File: config.mk
export PLATFORM = sky130hd
export DESIGN_NAME = fetch_unit
export DESIGN_NICKNAME = d
export VERILOG_FILES = /design/src/rtl/fetch_pkg.sv /design/src/rtl/fetch_ctrl.sv /design/src/rtl/fetch_dp.sv /design/src/rtl/fetch_unit.sv
export SDC_FILE = /design/constraint.sdc
export NUM_CORES = 1
export LEC_CHECK = 0
export BUFFER_PORTS_ARGS = -buffer_cell sky130_fd_sc_hd__buf_2
export CAP_MARGIN = 20
export CELL_PAD_IN_SITES_DETAIL_PLACEMENT = 2
export CELL_PAD_IN_SITES_GLOBAL_PLACEMENT = 2
export CORE_MARGIN = 3
export CORE_UTILIZATION = 30
export CTS_CLUSTER_DIAMETER = 40
export CTS_CLUSTER_SIZE = 8
export DETAILED_ROUTE_END_ITERATION = 8
export PLACE_DENSITY = 0.86
export SYNTH_ARGS = -nofsm -noshare
export SYNTH_HDL_FRONTEND = slang
export SYNTH_SLANG_ARGS = --single-unit
File: constraint.sdc
create_clock -name clk -period 6.1 [get_ports clk]
set_clock_uncertainty 0.1 [all_clocks]
set_input_delay 0.305 -clock clk [delete_from_list [all_inputs] [get_ports clk]]
set_output_delay 0.305 -clock clk [all_outputs]
set_load 0.01 [all_outputs]
File: src/rtl/fetch_pkg.sv
package fetch_pkg;
  localparam int PC_W_DEF    = 30;
  localparam int INSTR_W_DEF = 32;
  localparam int IMM_W_DEF   = 16;
  localparam int TGT_W_DEF   = 26;

  // One-hot next-counter strobes from control to datapath
  typedef struct packed {
    logic selSeq;
    logic selBranch;
    logic selJump;
  } pcSel_t;
endpackage

File: src/rtl/fetch_ctrl.sv
module fetch_ctrl
  import fetch_pkg::*;
(
  input  logic   clk,
  input  logic   rst,
  input  logic   branchEn,
  input  logic   jumpEn,
  input  logic   aluZero,
  output pcSel_t sel
);
  logic brTaken;

  always_comb begin
    brTaken       = branchEn & aluZero;
    sel.selJump   = jumpEn;
    sel.selBranch = ~jumpEn & brTaken;
    sel.selSeq    = ~jumpEn & ~brTaken;
  end

  // exactly one candidate chosen per cycle
  p_sel_onehot_r7: assert property (@(posedge clk) disable iff (rst)
    $countones({sel.selSeq, sel.selBranch, sel.selJump}) == 1);

  // jump request overrides any branch request
  p_jump_wins_r7: assert property (@(posedge clk) disable iff (rst)
    (jumpEn && branchEn) |-> (sel.selJump && !sel.selBranch));

  // branch with nonzero flag falls through to the sequential path
  p_branch_fall_r5: assert property (@(posedge clk) disable iff (rst)
    (branchEn && !aluZero && !jumpEn) |-> sel.selSeq);

  // flag is irrelevant without a branch or jump request
  p_zero_ignored_r8: assert property (@(posedge clk) disable iff (rst)
    (!branchEn && !jumpEn) |-> sel.selSeq);
endmodule

File: src/rtl/fetch_dp.sv
module fetch_dp
  import fetch_pkg::*;
#(
  parameter int PC_W  = PC_W_DEF,
  parameter int IMM_W = IMM_W_DEF,
  parameter int TGT_W = TGT_W_DEF
)(
  input  logic             clk,
  input  logic             rst,
  input  pcSel_t           sel,
  input  logic [TGT_W-1:0] tgtField,
  output logic [PC_W-1:0]  pcWord
);
  localparam int UP_W  = PC_W - TGT_W;
  localparam int EXT_W = PC_W - IMM_W;

  logic [PC_W-1:0] pcSeq;
  logic [PC_W-1:0] brOff;
  logic [PC_W-1:0] pcBr;
  logic [PC_W-1:0] pcJmp;
  logic [PC_W-1:0] pcNext;

  always_comb begin
    pcSeq = pcWord + {{(PC_W-1){1'b0}}, 1'b1};
    brOff = {{EXT_W{tgtField[IMM_W-1]}}, tgtField[IMM_W-1:0]};
    pcBr  = pcSeq + brOff;
    pcJmp = {pcWord[PC_W-1 -: UP_W], tgtField};
    if (sel.selJump)        pcNext = pcJmp;
    else if (sel.selBranch) pcNext = pcBr;
    else                    pcNext = pcSeq;
  end

  always_ff @(posedge clk) begin
    if (rst) pcWord <= '0;
    else     pcWord <= pcNext;
  end

  // reset clears the counter on the next edge
  p_reset_zero_r1: assert property (@(posedge clk)
    rst |=> (pcWord == '0));

  // sequential choice advances by one word
  p_seq_step_r3: assert property (@(posedge clk) disable iff (rst)
    sel.selSeq |=> (pcWord == $past(pcWord) + {{(PC_W-1){1'b0}}, 1'b1}));

  // jump keeps the upper bits of the counter it left
  p_jump_upper_r6: assert property (@(posedge clk) disable iff (rst)
    sel.selJump |=> (pcWord[PC_W-1 -: UP_W] == $past(pcWord[PC_W-1 -: UP_W])));
endmodule

File: src/rtl/fetch_unit.sv
module fetch_unit
  import fetch_pkg::*;
#(
  parameter int PC_W    = PC_W_DEF,
  parameter int INSTR_W = INSTR_W_DEF,
  parameter int IMM_W   = IMM_W_DEF,
  parameter int TGT_W   = TGT_W_DEF
)(
  input  logic               clk,
  input  logic               rst,
  input  logic               branchEn,
  input  logic               jumpEn,
  input  logic               aluZero,
  input  logic [INSTR_W-1:0] imemRdata,
  output logic [PC_W-1:0]    imemAddr,
  output logic [INSTR_W-1:0] instr,
  output logic [PC_W+1:0]    pcByte
);
  pcSel_t          sel;
  logic [PC_W-1:0] pcWord;

  fetch_ctrl ctrl_i (
    .clk      (clk),
    .rst      (rst),
    .branchEn (branchEn),
    .jumpEn   (jumpEn),
    .aluZero  (aluZero),
    .sel      (sel)
  );

  fetch_dp #(.PC_W(PC_W), .IMM_W(IMM_W), .TGT_W(TGT_W)) dp_i (
    .clk      (clk),
    .rst      (rst),
    .sel      (sel),
    .tgtField (imemRdata[TGT_W-1:0]),
    .pcWord   (pcWord)
  );

  assign imemAddr = pcWord;
  assign instr    = imemRdata;
  assign pcByte   = {pcWord, 2'b00};
endmodule

==> results of run 1 <==
-- synthesized netlist by cell type (3+ instances only) --
library cell	number
buf_4	64
nand2_1	56
a21oi_1	49
nor2_1	49
ha_1	34
dfxtp_1	30
xnor2_1	27
o21ai_0	26
a21o_1	25
xor2_1	23
clkbuf_1	19
inv_1	14
nand3_1	14
nor3_1	13
nand4_1	11
a211oi_1	9
a31oi_1	8
nor4_1	7
and3_1	6
o21ai_1	6
o21bai_1	6
a2111oi_0	4
o211a_1	4
and2_1	3
and4_1	3
mux2i_1	3
nand3_2	3
o211ai_1	3
o22ai_1	3
-- power breakdown --
| part | switching [mW] | internal, mW |
|---|---|---|
| clock network | 0.100 | 0.162 |
| registers | 0.0269 | 0.212 |
| logic | 0.254 | 0.149 |
| total | 0.381 | 0.523 |
-- cells by family (layout without fill, tap and decap cells) --
kind of cell / count (synthesis) / after routing / synth area share, %
AOI/OAI and AO/OA: 164 / 164 / 26.5
xor gates and xnor gates: 51 / 51 / 11.2
adders and majority gates: 35 / 35 / 11.0
buffers and inverters: 100 / 142 / 15.4
DFF: 30 / 30 / 14.8
muxes: 3 / 3 / 0.742
other: 1 / 2 / 0.0926
and+or+nand+nor: 172 / 172 / 20.2
-- metal layers --
metal | vias to the layer above | GRT usage [%] | wire length, um
li1 | 1999 | - | -
met1 | 2200 | 28.4 | 7520
met3 | 40 | 2.23 | 637
met5 | - | 0 | 0
met4 | 0 | 8.33 | 531
met2 | 126 | 40.1 | 8470
-- cell type report --
type | instances | area [sq um]
sequential | 30 | 601
timing repair buffer | 119 | 603
tap | 172 | 215
fill | 1587 | 8480
clock buffer | 7 | 143
multi-input combinational | 427 | 2830
clock inverter | 1 | 5.00
inverter | 15 | 56.3
-- through the flow --
stage / hold WS, ns / std cells
after floorplan: 0.343 / 557
after global placement: 0.464 / 763
after detailed placement: 0.467 / 763
after CTS: 0.175 / 771
after global routing: 0.205 / 771
final: 0.179 / 771
-- worst min-delay path by stage --
| stage | start | end | slack, ns | depth (start not counted) |
|---|---|---|---|---|
| floorplan | imemRdata[11] | dp_i.pcWord[11] | 0.34 | 1 |
| global placement | imemRdata[5] | dp_i.pcWord[5] | 0.46 | 2 |
| detailed placement | imemRdata[3] | dp_i.pcWord[3] | 0.47 | 2 |
| CTS | imemRdata[3] | dp_i.pcWord[3] | 0.18 | 2 |
| global route | imemRdata[14] | dp_i.pcWord[14] | 0.21 | 2 |
| finish | imemRdata[3] | dp_i.pcWord[3] | 0.18 | 2 |
==> reports/results.ini, run 1 <==
[finish]
syn_to_final_growth_pct=9.92
reg.largest.list=dp_i.pcWord: 30 flops
drive_gt1_share_pct=23.4
fin_util_pct=34.4
layout_common_cells=buf_2, nand2_1, nor2_1, a21oi_1, ha_1
regMostFlops=dp_i.pcWord
finalInstanceArea_sq_mm=0.00445
largest_reg_flops=30
final_nets=670
final_common_cell=buf_2
diodes=0

[grt]
grtUsageTotal_pct=22.6
grt_pass1_vias=4704
antenna_found_initial=0
grt_pass1_wl_mm=26.4
grt_max_degree=34
grt_overflow=0

[sta]
hold_viol_final=0
tightest_slew_ns=0.764
rsz0062_at_grt=false
period_minus_slack_ns=4.22
finalCritPeriodShare_pct=69.2
slew_headroom_pct=49.1
finalSetupViolations=0
fin_ws_ns=1.88
drv_slew=0
setup_tns_ns=0
max_freq_ghz=0.237

[worst_setup_path]
cp.depth=14
path_delay_family=simple AND/OR/NAND/NOR gates
worstReg2RegEnd=dp_i.pcWord[25]
crit_arrival_ns=4.35
crit_path_end=dp_i.pcWord[25]
end_kind=flop
cp_cell_sequence=ha_1, nand2_1, or3_1, nor2_1, nand2_1, xnor2_1, ha_1, nand4_1, nor4_1, o21ai_0, a21boi_1, o21ai_0, a211o_1, nand2_1
crit_type=reg -> reg
cp_slowest_cell=ha_1
critPathMaxStageDelay_ns=0.46
critPathRequiredTime_ns=6.23
ff2ff_path_depth=14
critPathLaunch=dp_i.pcWord[0]
rrSetupSlack_ns=1.88
cp_max_fo=12
reg2reg_from=dp_i.pcWord[0]
crit_buf_inv=0
crit_top_cell=nand2_1
startpoint_type=flop

[floorplan]
ios=131
dieWidth_um=122
die-area_sq_mm=0.0149
core_area_sq_mm=0.0129
die-height_um=122
num_rows=41
initial_core_util_pct=31.3

[yosys]
synth-edff-count=0
seq_area_frac_synth_pct=14.8
ys_async_sr_fraction_pct=0
syn_inst=556
yosysTopAreaCellShare_pct=14.8
synth_area_leaders=dfxtp_1, buf_4, ha_1
yosys_warnings=0
synthesis.area_sq_mm=0.00405
synth.ff_latch_count=30
syn_avg_cell_area_sq_um=7.28
ys_types=59
ys.flop_type=dfxtp_1
yosysTopAreaCell=dfxtp_1

[cts]
clock_sinks=30
cts_tree=built
cts_hold_buf=0
cts_root_buf=clkbuf_16
cts_resized=0
cts_max_level=2
postCtsSetupRepairBufs=0
clkSlewWorstSetupHoldPaths_ns=0.06
cts_buffers=5
clk-insertion-delay-late_ns=0.28
clock_path_buffers=2

[power_and_ir_drop]
power_mw=0.904
ir_drop_v=0.000102
power.leakage_nw=2.20
p_per_area_mw_per_mm2=203

[routing]
firstDrtPassIters=4
drc=0
drt_iter0_drc=299
totalWireLength_mm=17.2
viasPerCell=5.66
wl_per_cell_um=22.2
postRouteAntennaNets=0
vias=4365

[place]
io_buffers=116
pre_cts_ws_ns=2.05
dp_hpwl_mm=13.3
gp_congestion=0.865
placed_area_sq_mm=0.00430

[worst_hold_path]
hold_class=in -> reg

[flow_run]
drv_cap=0

[run_status]
status=finished, final reports clean

(Power assumes the default switching activity.)
==> run 2, diff against run 1 <==
CORE_UTILIZATION = 28   (was 30)
PLACE_DENSITY = 0.81   (was 0.86)
clock period = 3.9 ns   (was 6.1 ns; I/O delays follow)
==> run 2 against run 1 <==
Against the previous run:
- die area is 6.8% higher
- setup slack worse by 1.6 ns
- via count is 0.44% higher
- global-route usage is 1.9 points lower
- clock power grew 59%
==> reports/results.ini, run 2 (same netlist as run 1, synthesis figures left out) <==
[run_status]
status=finished, final reports clean

[place]
gp_congestion=0.863
pre_cts_ws_ns=-0.0444
io_buffers=116
placedCellCount=789
dp_hpwl_mm=13.4

[routing]
drt_iter0_drc=251
firstDrtPassIters=5
viasPerCell=5.50
vias=4384
wl_per_cell_um=21.4
drc=0
totalWireLength_mm=17.1
postRouteAntennaNets=0

[cts]
clk-insertion-delay-late_ns=0.29
postCtsSetupRepairBufs=0
clkSlewWorstSetupHoldPaths_ns=0.06
clock_path_buffers=2
cts_max_level=2
cts_hold_buf=0
cts_buffers=5
clock_sinks=30
cts_tree=built
cts_root_buf=clkbuf_16

[floorplan]
initial_core_util_pct=28.9
die-height_um=126
core_area_sq_mm=0.0140
num_rows=43
dieWidth_um=126
die-area_sq_mm=0.0159
ios=131

[power_and_ir_drop]
p_per_area_mw_per_mm2=309
power.leakage_nw=2.31
ir_drop_v=0.000142
power_mw=1.45

[sta]
fin_ws_ns=0.232
finalSetupViolations=0
drv_slew=0
max_freq_ghz=0.273
hold_viol_final=0
tightest_slew_ns=0.730
finalCritPeriodShare_pct=94.1
period_minus_slack_ns=3.67
slew_headroom_pct=51.3
rsz0062_at_grt=false

[grt]
antenna_found_initial=0
grt_pass1_wl_mm=26.6
grt_overflow=0
grt_max_degree=34
grt_pass1_vias=4734
grtUsageTotal_pct=20.7

[worst_setup_path]
critPathRequiredTime_ns=4.01
crit_arrival_ns=3.78
startpoint_type=flop
cp_slowest_cell=or3_1
cp_cell_sequence=nand3_2, or3_1, buf_4, nor2_2, xor2_2, ha_1, a21o_1, o21bai_1, a31oi_1, o21ai_1, a21oi_2, xnor2_1, nand2_1, a21oi_1
end_kind=flop
critPathMaxStageDelay_ns=0.45
crit_type=reg -> reg
cp_max_fo=5

[finish]
fin_cells=797
largest_reg_flops=30
final_nets=688
final_common_cell=buf_2
diodes=0
syn_to_final_growth_pct=16.2
regMostFlops=dp_i.pcWord
reg.largest.list=dp_i.pcWord: 30 flops
layout_common_cells=buf_2, nand2_1, a21oi_1
drive_gt1_share_pct=28.7

[flow_run]
drv_cap=0

[worst_hold_path]
hold_class=in -> reg

## run 2: cell types whose count changed in the layout (fill, tap and decap cells not counted), moves of 2 or more
cell     delta
xnor2_1     -3
nor2_1      -2
o21ai_0     -4
nor4_1      -2
o21ai_1     +4
xor2_1      -2
xnor2_2     +3
xor2_2      +2
nor4_2      +2
buf_4      +18
ha_2        +4
ha_4        +2
ha_1        -6
## run 2: worst paths after layout
check | startpoint | to | slack, ns | cells after the start
worst max register to register | dp_i.pcWord[5] | dp_i.pcWord[20] | 0.23 | 14
worst max-delay path | dp_i.pcWord[5] | dp_i.pcWord[20] | 0.23 | 14
worst min register to register | dp_i.pcWord[29] | dp_i.pcWord[29] | 0.56 | 2
worst min-delay path | imemRdata[3] | dp_i.pcWord[3] | 0.08 | 2
## run 2: through the flow
step / utilization, % / hold slack (ns) / setup TNS [ns] / cell area, sq um
floorplan: - / 0.233 / 0 / 4050
global placement: 31.8 / 0.290 / 0 / 4450
detailed placement: 31.8 / 0.290 / -0.0912 / 4450
CTS: 33.0 / 0.0764 / 0 / 4610
global route: 33.6 / 0.0761 / 0 / 4700
finish: 33.6 / 0.0774 / 0 / 4700
## run 2: power by group
group	internal [mW]	switching [mW]
combinational	0.260	0.406
sequential	0.332	0.0365
clock	0.254	0.163
total	0.846	0.606
## run 2: repair_timing
item | in CTS | in global routing
hold endpoints to repair | 0 | 0
resized for setup | 5 | 21
setup endpoints to repair | 4 | 10
pin swaps | 0 | 3
## run 2: routing by layer
| layer | GRT usage (%) | share of wire (%) |
|---|---|---|
| met5 | 0 | 0 |
| met4 | 5.43 | 1.4 |
| met3 | 2.42 | 4.0 |
| met2 | 37.6 | 51 |
| met1 | 26.0 | 43 |
## run 2: layout make-up
class | instances | area (sq um)
clock buffers | 7 | 143
clock inverters | 1 | 5.00
fillers | 1654 | 9290
inverters | 15 | 56.3
multi-input cells | 427 | 2930
flip-flops and latches | 30 | 602
well taps | 180 | 225
repair buffers | 137 | 738
## run 2: worst max-delay path, delay by kind of cell (launching register included)
kind                     cells  cell delay (ns)
XOR/XNOR                     2             0.41
flip-flops                   1             0.40
buffers and inverters        1             0.22
AND/OR/NAND/NOR              4             0.84
AO/OA/AOI/OAI                6             1.29
adder cells (fa/ha/maj)      1             0.33
==> run 3, diff against run 2 <==
clock period = 4.2 ns   (was 3.9 ns; I/O delays follow)
==> run 3 against run 2 <==
Against the previous run:
- flip-flop and latch count is the same
- worst hold slack gained 0.013 ns
- final cell count shrank 2.1%
- core utilization shrank 1.6 points
- via count shrank 1.9%
- clock power shrank 14%
==> reports/results.ini, run 3 (same netlist as run 1, synthesis figures left out) <==
[routing]
viasPerCell=5.51
wl_per_cell_um=21.3
firstDrtPassIters=4
postRouteAntennaNets=0
drc=0
drt_iter0_drc=317
vias=4299
totalWireLength_mm=16.6

[finish]
finalInstanceArea_sq_mm=0.00448
reg.largest.list=dp_i.pcWord: 30 flops
n_fill_cell=1673
final_nets=672
largest_reg_flops=30
diodes=0
seqCellArea_sq_um=603
syn_to_final_growth_pct=10.8
drive_gt1_share_pct=24.5
multi_input_area_sq_mm=0.00285
layout_common_cells=buf_2, nand2_1, nor2_1, a21oi_1, ha_1
regMostFlops=dp_i.pcWord
final_common_cell=buf_2

[worst_setup_path]
end_kind=flop
reg2reg_from=dp_i.pcWord[1]
rrSetupSlack_ns=0.29
cp_max_fo=7
startpoint_type=flop
crit_arrival_ns=4.04
critPathRequiredTime_ns=4.33
ff2ff_path_depth=14
crit_type=reg -> reg
worstReg2RegEnd=dp_i.pcWord[25]

[sta]
fin_ws_ns=0.291
tightest_slew_ns=0.762
period_minus_slack_ns=3.91
finalCritPeriodShare_pct=93.1
rsz0062_at_grt=false
drv_slew=0
finalSetupViolations=0
setup_tns_ns=0
slew_headroom_pct=49.2
hold_slack_ns=0.0903
hold_viol_final=0
max_freq_ghz=0.256

[worst_hold_path]
min_path_cells=2
hold_path_end=dp_i.pcWord[14]
hold_class=in -> reg
worstHoldStart=imemRdata[14]

[power_and_ir_drop]
ir_drop_v=0.000126
p_per_area_mw_per_mm2=287
power_mw=1.29
power.leakage_nw=2.20

[cts]
clock_sinks=30
clock_path_buffers=2
cts_root_buf=clkbuf_16
clk-insertion-delay-late_ns=0.28
clkSlewWorstSetupHoldPaths_ns=0.06
cts_tree=built
cts_max_level=2
cts_buffers=5

[grt]
antenna_found_initial=0
grt_overflow=0
grt_pass1_vias=4537
grtUsageTotal_pct=20.8
grt_pass1_wl_mm=26.5
grt_max_degree=34

[run_status]
status=finished, final reports clean

[floorplan]
dieWidth_um=126
core_area_sq_mm=0.0140
die-area_sq_mm=0.0159
ios=131
num_rows=43
die-height_um=126
initial_core_util_pct=28.9

[place]
placed_area_sq_mm=0.00432
pre_cts_ws_ns=0.0626
gp_congestion=0.919
dp_hpwl_mm=13.0
io_buffers=116

[flow_run]
drv_cap=0

[run 3: cell types whose count changed in the layout (fill, tap and decap cells not counted), sizes merged]
cell,previous run,this run
clkinv,1,0
buf,137,121
[run 3: area by class of cell]
cell class                 count  share of cell area [%]
multi-input combinational    427                    63.5
timing repair buffer         121                    13.8
clock buffer                   7                    2.96
inverter                      15                    1.26
tap                          180                    5.02
sequential                    30                    13.5
[run 3: report_power, final]
group	switching, mW	internal [mW]
registers	0.0406	0.309
logic	0.358	0.218
clock network	0.142	0.217
[run 3: stage by stage]
step	instances	util, %
floorplan	557	-
global placement	772	30.9
detailed placement	772	30.9
CTS	779	31.8
global route	780	32.0
finish	780	32.0
[run 3: worst max-delay path, stage by stage, from the launching register on]
cell	delay [ns]
dfxtp_1	0.40
ha_1	0.24
nand2_1	0.13
or3_1	0.37
nor2_1	0.24
nand4_1	0.15
xnor2_1	0.18
ha_2	0.43
nand2_1	0.22
nor4_1	0.50
nor4_2	0.12
a21boi_1	0.23
o21ai_0	0.17
a211o_1	0.31
nand2_1	0.07
[run 3: worst max path at each step]
stage | start | end | depth (start not counted)
after global placement | dp_i.pcWord[3] | dp_i.pcWord[26] | 13
after global routing | dp_i.pcWord[1] | dp_i.pcWord[25] | 14
final | dp_i.pcWord[1] | dp_i.pcWord[25] | 14
after detailed placement | dp_i.pcWord[3] | dp_i.pcWord[26] | 13
after floorplan | dp_i.pcWord[0] | dp_i.pcWord[25] | 16
after CTS | dp_i.pcWord[3] | dp_i.pcWord[26] | 13
[run 3: routing by layer]
layer	routed length [um]	vias to the layer above	global-route usage (%)	share of wire (%)
met5	0	-	0	0
met4	420	0	6.25	2.5
met3	695	25	2.16	4.2
met2	8300	115	36.7	50
met1	7230	2143	26.7	43
li1	-	2016	-	-
[run 3: repair_timing]
item | 4_1_cts | 5_1_grt
hold buffers | 0 | 0
setup buffers | 0 | 1
setup endpoints to repair | 0 | 6
resized for setup | 0 | 8
